==> src/rtl/exc_ctrl_pkg.sv <==
package exc_ctrl_pkg;
  localparam int CAUSE_W = 4;
  typedef logic [CAUSE_W-1:0] cause_t;

  localparam cause_t C_FETCH_MISAL = 4'd0;
  localparam cause_t C_FETCH_PROT  = 4'd1;
  localparam cause_t C_ILLEGAL     = 4'd2;
  localparam cause_t C_OVERFLOW    = 4'd4;
  localparam cause_t C_DATA_PROT   = 4'd5;
  localparam cause_t C_DATA_MISAL  = 4'd6;
  localparam cause_t C_FETCH_PAGE  = 4'd12;
  localparam cause_t C_DATA_PAGE   = 4'd13;

  // live: slot holds a real instruction; hit: a fault is recorded
  typedef struct packed {
    logic   live;
    logic   hit;
    cause_t code;
  } stat_t;

  // lowest cause number wins within the fetch stage
  function automatic stat_t enc_fetch(input logic [2:0] f);
    stat_t s;
    s = '0;
    s.hit = |f;
    if (f[0])      s.code = C_FETCH_MISAL;
    else if (f[1]) s.code = C_FETCH_PROT;
    else if (f[2]) s.code = C_FETCH_PAGE;
    return s;
  endfunction

  function automatic stat_t enc_data(input logic [2:0] f);
    stat_t s;
    s = '0;
    s.hit = |f;
    if (f[0])      s.code = C_DATA_PROT;
    else if (f[1]) s.code = C_DATA_MISAL;
    else if (f[2]) s.code = C_DATA_PAGE;
    return s;
  endfunction

  function automatic stat_t enc_single(input logic f, input cause_t c);
    stat_t s;
    s = '0;
    s.hit  = f;
    s.code = c;
    return s;
  endfunction
endpackage

==> src/rtl/exc_stage_merge.sv <==
module exc_stage_merge
  import exc_ctrl_pkg::*;
#(
  parameter int STAGE = 0,
  parameter int FW    = 3
) (
  input  stat_t           carry_in,
  input  logic            stage_valid,
  input  logic [FW-1:0]   flt,
  output stat_t           stat_out
);
  stat_t local_s;
  logic  slot_live;

  generate
    if (STAGE == 0) begin : g_fetch
      assign local_s   = enc_fetch(flt[2:0]);
      assign slot_live = stage_valid;
    end else if (STAGE == 1) begin : g_decode
      assign local_s   = enc_single(flt[0], C_ILLEGAL);
      assign slot_live = stage_valid & carry_in.live;
    end else if (STAGE == 2) begin : g_exec
      assign local_s   = enc_single(flt[0], C_OVERFLOW);
      assign slot_live = stage_valid & carry_in.live;
    end else begin : g_mem
      assign local_s   = enc_data(flt[2:0]);
      assign slot_live = stage_valid & carry_in.live;
    end
  endgenerate

  // the first recorded fault sticks; later ones are dropped
  always_comb begin
    stat_out.live = slot_live;
    stat_out.hit  = slot_live & (carry_in.hit | local_s.hit);
    stat_out.code = carry_in.hit ? carry_in.code : local_s.code;
  end
endmodule

==> src/rtl/exc_status_pipe.sv <==
module exc_status_pipe
  import exc_ctrl_pkg::*;
(
  input  logic  clk,
  input  logic  rst_n,
  input  logic  kill,
  input  stat_t from_if,
  input  stat_t from_id,
  input  stat_t from_ex,
  output stat_t at_id,
  output stat_t at_ex,
  output stat_t at_mem
);
  always_ff @(posedge clk) begin
    if (!rst_n || kill) begin
      at_id  <= '0;
      at_ex  <= '0;
      at_mem <= '0;
    end else begin
      at_id  <= from_if;
      at_ex  <= from_id;
      at_mem <= from_ex;
    end
  end
endmodule

==> src/rtl/exc_commit.sv <==
module exc_commit
  import exc_ctrl_pkg::*;
#(
  parameter int          XLEN         = 64,
  parameter logic [63:0] HANDLER_ADDR = 64'h0000_0000_1C09_0000,
  parameter int          VEC_SHIFT    = 2
) (
  input  logic            clk,
  input  logic            rst_n,
  input  stat_t           mem_stat,
  input  logic [XLEN-1:0] mem_pc,
  input  logic            vec_mode,
  input  logic [XLEN-1:0] vec_base,
  output logic            take,
  output cause_t          take_cause,
  output logic [XLEN-1:0] target,
  output logic [XLEN-1:0] epc_q,
  output cause_t          cause_q
);
  function automatic logic [XLEN-1:0] vec_target(input logic [XLEN-1:0] base,
                                                 input cause_t c);
    return base + (XLEN'(c) << VEC_SHIFT);
  endfunction

  assign take       = mem_stat.live & mem_stat.hit;
  assign take_cause = mem_stat.code;
  assign target     = vec_mode ? vec_target(vec_base, mem_stat.code)
                               : HANDLER_ADDR[XLEN-1:0];

  always_ff @(posedge clk) begin
    if (!rst_n) begin
      epc_q   <= '0;
      cause_q <= '0;
    end else if (take) begin
      epc_q   <= mem_pc;
      cause_q <= mem_stat.code;
    end
  end
endmodule

==> src/rtl/precise_exc_ctrl.sv <==
module precise_exc_ctrl
  import exc_ctrl_pkg::*;
#(
  parameter int          XLEN         = 64,
  parameter logic [63:0] HANDLER_ADDR = 64'h0000_0000_1C09_0000,
  parameter int          VEC_SHIFT    = 2
) (
  input  logic            clk,
  input  logic            rst_n,
  input  logic            if_valid,
  input  logic [2:0]      if_fault,
  input  logic            id_valid,
  input  logic            id_illegal,
  input  logic            ex_valid,
  input  logic            ex_overflow,
  input  logic            mem_valid,
  input  logic [2:0]      mem_fault,
  input  logic [XLEN-1:0] mem_pc,
  input  logic            vec_mode,
  input  logic [XLEN-1:0] vec_base,
  output logic [3:0]      flush,
  output logic            redirect_valid,
  output logic [XLEN-1:0] redirect_pc,
  output logic [XLEN-1:0] epc,
  output logic [3:0]      cause
);
  localparam int NSTG = 4;

  stat_t q_id, q_ex, q_mem;
  stat_t e_if, e_id, e_ex, e_mem;
  logic   commit_take;
  cause_t commit_cause;

  exc_stage_merge #(.STAGE(0), .FW(3)) u_m_if (
    .carry_in('0), .stage_valid(if_valid), .flt(if_fault), .stat_out(e_if));
  exc_stage_merge #(.STAGE(1), .FW(1)) u_m_id (
    .carry_in(q_id), .stage_valid(id_valid), .flt(id_illegal), .stat_out(e_id));
  exc_stage_merge #(.STAGE(2), .FW(1)) u_m_ex (
    .carry_in(q_ex), .stage_valid(ex_valid), .flt(ex_overflow), .stat_out(e_ex));
  exc_stage_merge #(.STAGE(3), .FW(3)) u_m_mem (
    .carry_in(q_mem), .stage_valid(mem_valid), .flt(mem_fault), .stat_out(e_mem));

  exc_status_pipe u_pipe (
    .clk(clk), .rst_n(rst_n), .kill(commit_take),
    .from_if(e_if), .from_id(e_id), .from_ex(e_ex),
    .at_id(q_id), .at_ex(q_ex), .at_mem(q_mem));

  exc_commit #(.XLEN(XLEN), .HANDLER_ADDR(HANDLER_ADDR), .VEC_SHIFT(VEC_SHIFT)) u_commit (
    .clk(clk), .rst_n(rst_n), .mem_stat(e_mem), .mem_pc(mem_pc),
    .vec_mode(vec_mode), .vec_base(vec_base),
    .take(commit_take), .take_cause(commit_cause),
    .target(redirect_pc), .epc_q(epc), .cause_q(cause));

  assign flush          = {NSTG{commit_take}};
  assign redirect_valid = commit_take;
endmodule

==> config.mk <==
export PLATFORM = sky130hd
export DESIGN_NAME = precise_exc_ctrl
export DESIGN_NICKNAME = d
export VERILOG_FILES = /design/src/rtl/exc_ctrl_pkg.sv /design/src/rtl/exc_stage_merge.sv /design/src/rtl/exc_status_pipe.sv /design/src/rtl/exc_commit.sv /design/src/rtl/precise_exc_ctrl.sv
export SDC_FILE = /design/constraint.sdc
export NUM_CORES = 1
export LEC_CHECK = 0
export BUFFER_PORTS_ARGS = -buffer_cell sky130_fd_sc_hd__buf_2
export CELL_PAD_IN_SITES_DETAIL_PLACEMENT = 2
export CELL_PAD_IN_SITES_GLOBAL_PLACEMENT = 2
export CORE_MARGIN = 4
export CORE_UTILIZATION = 23
export CTS_BUF_LIST = sky130_fd_sc_hd__clkbuf_4 sky130_fd_sc_hd__clkbuf_8
export CTS_CLUSTER_DIAMETER = 50
export DETAILED_ROUTE_END_ITERATION = 12
export MAX_ROUTING_LAYER = met4
export PLACE_DENSITY = 0.87
export SETUP_SLACK_MARGIN = 0.05
export SYNTH_ARGS = -nofsm -noshare
export SYNTH_HDL_FRONTEND = slang
export SYNTH_SLANG_ARGS = --single-unit
==> constraint.sdc <==
create_clock -name clk -period 3.5 [get_ports clk]
set_input_delay 0.35 -clock clk [delete_from_list [all_inputs] [get_ports clk]]
set_output_delay 0.35 -clock clk [all_outputs]
set_load 0.02 [all_outputs]
==> run_results.csv <==
group,metric,value,unit
die,initial_utilization,23.5,%
die,die_w,152,um
drt,drtIter0Drc,157,
clock_tree,path_clk_slew,0.08,ns
job,cap_violations,0,
setup_path,startpoint,"u_pipe.at_mem[4]$_SDFF_PP0_",
sta,finalHoldViolCount,0,
drt,wl_met3,1690,um
sta,post-route-period-util,94.8,%
setup_path,end_kind,"output pin",
yosys,yosys.cell_count.top_type,"nand2_1",
setup_path,cp_max_fo,24,
yosys,synth_area_per_cell,7.39,um2
yosys,synth_cell_type_count,39,
place,dp_cells,1168,
power,power.density,306,nW/um2
yosys,synth_top_area_share,34.8,%
drt,m1WireLength,8910,um
sta,finalSetupTns,0,ns
sta,finalMaxSlewViolations,0,
drt,vias,5781,
sta,finClkSkew,0.0156,ns
setup_path,r2r-start,"u_pipe.at_mem[4]$_SDFF_PP0_",
place,portBuffers,279,
sta,slew_headroom,34.0,%
yosys,synth_common_cells,"177 x nand2_1, 83 x dfxtp_1, 67 x a21boi_0, 36 x a21oi_1, 33 x nor2_1",
clock_tree,htreeDepth,3,
grt,grt_start_max_net_pins,54,
die,core_region_area,20300,um2
setup_path,critical_path_class,"flip-flop to output pin",
min_path,min-delay-start,"id_illegal",
drt,drtAntennaViolNets,0,
yosys,synth_area_leaders,"dfxtp_1 35%, nand2_1 14%, a21boi_0 11%",
clock_tree,cts_hold_buf,0,
sta,worstMarginPinSlew,0.989,ns
final_layout,final_cells,1190,
drt,wl_per_cell,18.3,um
yosys,yosys_most_used_dff,"dfxtp_1",
setup_path,max_stage_delay,0.47,ns
yosys,synthArstFlopShare,0,%
power,total_power,2060,uW
die,fp.dieH,152,um
yosys,synth-edff-count,0,
yosys,ys_warn_count,0,
place,gp_congestion,0.822,
clock_tree,cts.path.max_buffers,2,
grt,antenna_found_initial,4,
yosys,syn_area,4770,um2
drt,wl_met2,11000,um
drt,vias_per_cell,4.86,
final_layout,nNetsFinal,1060,
grt,grt_pass1_vias,6207,
place,hpwl,17300,um
min_path,hp-class,"input port to flip-flop",
power,peakVddDrop,195,uV
setup_path,cp_common_cell,"a21oi_1",
setup_path,crit_path_start_kind,"flip-flop",
sta,whs,0.195,ns
yosys,syn_nets,794,
sta,final-setup-viol-count,0,
yosys,synth_area_leader_cell,"dfxtp_1",
sta,min_period,3.32,ns
drt,drt_wl_total,21700,um
clock_tree,clkLatencyLatePin,0.36,ns
yosys,ys_ff_latch,83,
drt,dr.max_layer_used,"met4",
final_layout,area_growth,41.3,%
yosys,netlist_instances,645,
clock_tree,cts_root_buf,"clkbuf_8",
yosys,ys_seq_area_share,34.8,%
grt,globalRouteTotalUtil,18.6,%
die,io_pins,280,
power,p_leak,0.00291,uW
grt,gr-total-overflow,0,
clock_tree,cts_tree,"yes",
drt,drt_pre_antenna_iters,4,
status,status,"complete, no violations",
clock_tree,cts.sinks,83,
setup_path,worstPathArrival,2.97,ns
die,num_rows,52,
final_layout,drive_gt1_share,35.6,%
final_layout,fill_cells,2488,
drt,drc_errors,0,
setup_path,crit_chain,"nor2b_4 -> a21oi_1 -> ha_1 -> and2_1 -> a221o_2 -> nand4_2 -> buf_12 -> or4_1 -> a21oi_1 -> buf_4",
grt,grt_first_pass_wirelength,34200,um
sta,max_freq,0.301,GHz
setup_path,crit_required,3.15,ns
sta,rsz0062_at_grt,"true",
setup_path,crit_slowest_cell,"or4_1",
clock_tree,numCtsBuffers,9,
die,die_area,23100,um2
==> where the power goes <==
group	switching, uW	total (uW)	internal (uW)
logic	248	408	160
registers	3.82	954	950
clock network	359	698	339
total	611	2060	1450
==> cells by family (layout without fill, tap and decap cells) <==
logic type               Yosys count  after routing  share of synthesized area (%)
AO/OA/AOI/OAI                    147            147                           20.5
buffers and inverters             45            316                           3.88
other                              0              4                              0
XOR/XNOR                          28             28                           5.14
AND/OR/NAND/NOR                  336            336                           33.9
flip-flops                        83             83                           34.8
adder cells (fa/ha/maj)            6              6                           1.73
==> path summary, 6_finish.rpt <==
path                                          end  slack, ns  depth (start not counted)
setup / recovery                  redirect_pc[55]       0.18                         10
hold / removal         u_pipe.at_ex[4]$_SDFF_PP0_       0.19                          2
setup reg to reg  u_commit.epc_q[33]$_SDFFE_PN0P_       0.76                          6
hold reg to reg       u_pipe.at_mem[2]$_SDFF_PP0_       0.46                          2
==> through the flow <==
stage               cell area [um2]  util [%]  setup slack, ns
global route                   6740      33.2          -0.0128
floorplan                      4770         -            0.388
CTS                            6650      32.7           0.0513
global placement               6440      31.7            0.264
finish                         6740      33.2            0.182
detailed placement             6440      31.7            0.164
==> layer usage <==
metal | global-route usage, % | up-vias
met1 | 21.2 | 2775
met4 | 3.08 | 0
met5 | - | -
met3 | 5.92 | 10
li1 | - | 2796
met2 | 32.6 | 200
==> final cells by class <==
type / count / area (um2) / area share [%]
Inverter: 6 / 22.5 / 0.334
Sequential cell: 83 / 1670 / 24.7
Timing Repair Buffer: 294 / 1540 / 22.9
Tap cell: 270 / 338 / 5.01
Clock buffer: 10 / 131 / 1.95
Antenna cell: 4 / 10.0 / 0.149
Multi-Input combinational cell: 517 / 2960 / 44.0
Clock inverter: 6 / 65.1 / 0.966
==> worst max-delay path, delay by kind of cell, from the launching register on <==
kind,cells,cell delay [ns]
buf+inv,2,0.40
simple gates,4,0.99
flops,1,0.41
compound gates,3,0.48
fa+ha+maj,1,0.34
==> flip-flops by register name, indices dropped and copies added (netlist names) <==
name / cells
u_commit.cause_q: 4
u_commit.epc_q: 64
u_pipe.at_ex: 5
u_pipe.at_id: 4
u_pipe.at_mem: 6
==> cells in the final DEF (no fill, tap or decap), types with 18 or more instances in the layout <==
cell type | Yosys | routed
nand2_1 | 177 | 176
buf_2 | 1 | 273
xor2_1 | 20 | 20
nand4_1 | 29 | 29
nor2_1 | 33 | 33
buf_4 | 4 | 18
a21boi_0 | 67 | 67
a21oi_1 | 36 | 34
o21ai_0 | 19 | 18
dfxtp_1 | 83 | 82
==> timing repair <==
action                                  in CTS  in global routing
endpoints found under the hold margin        0                  0
pin swaps                                    0                  4
gates resized for setup                      5                 19
endpoints found under the setup margin      24                 29
buffers inserted                             0                  2
No activity file was read; power rests on OpenSTA's default activity.
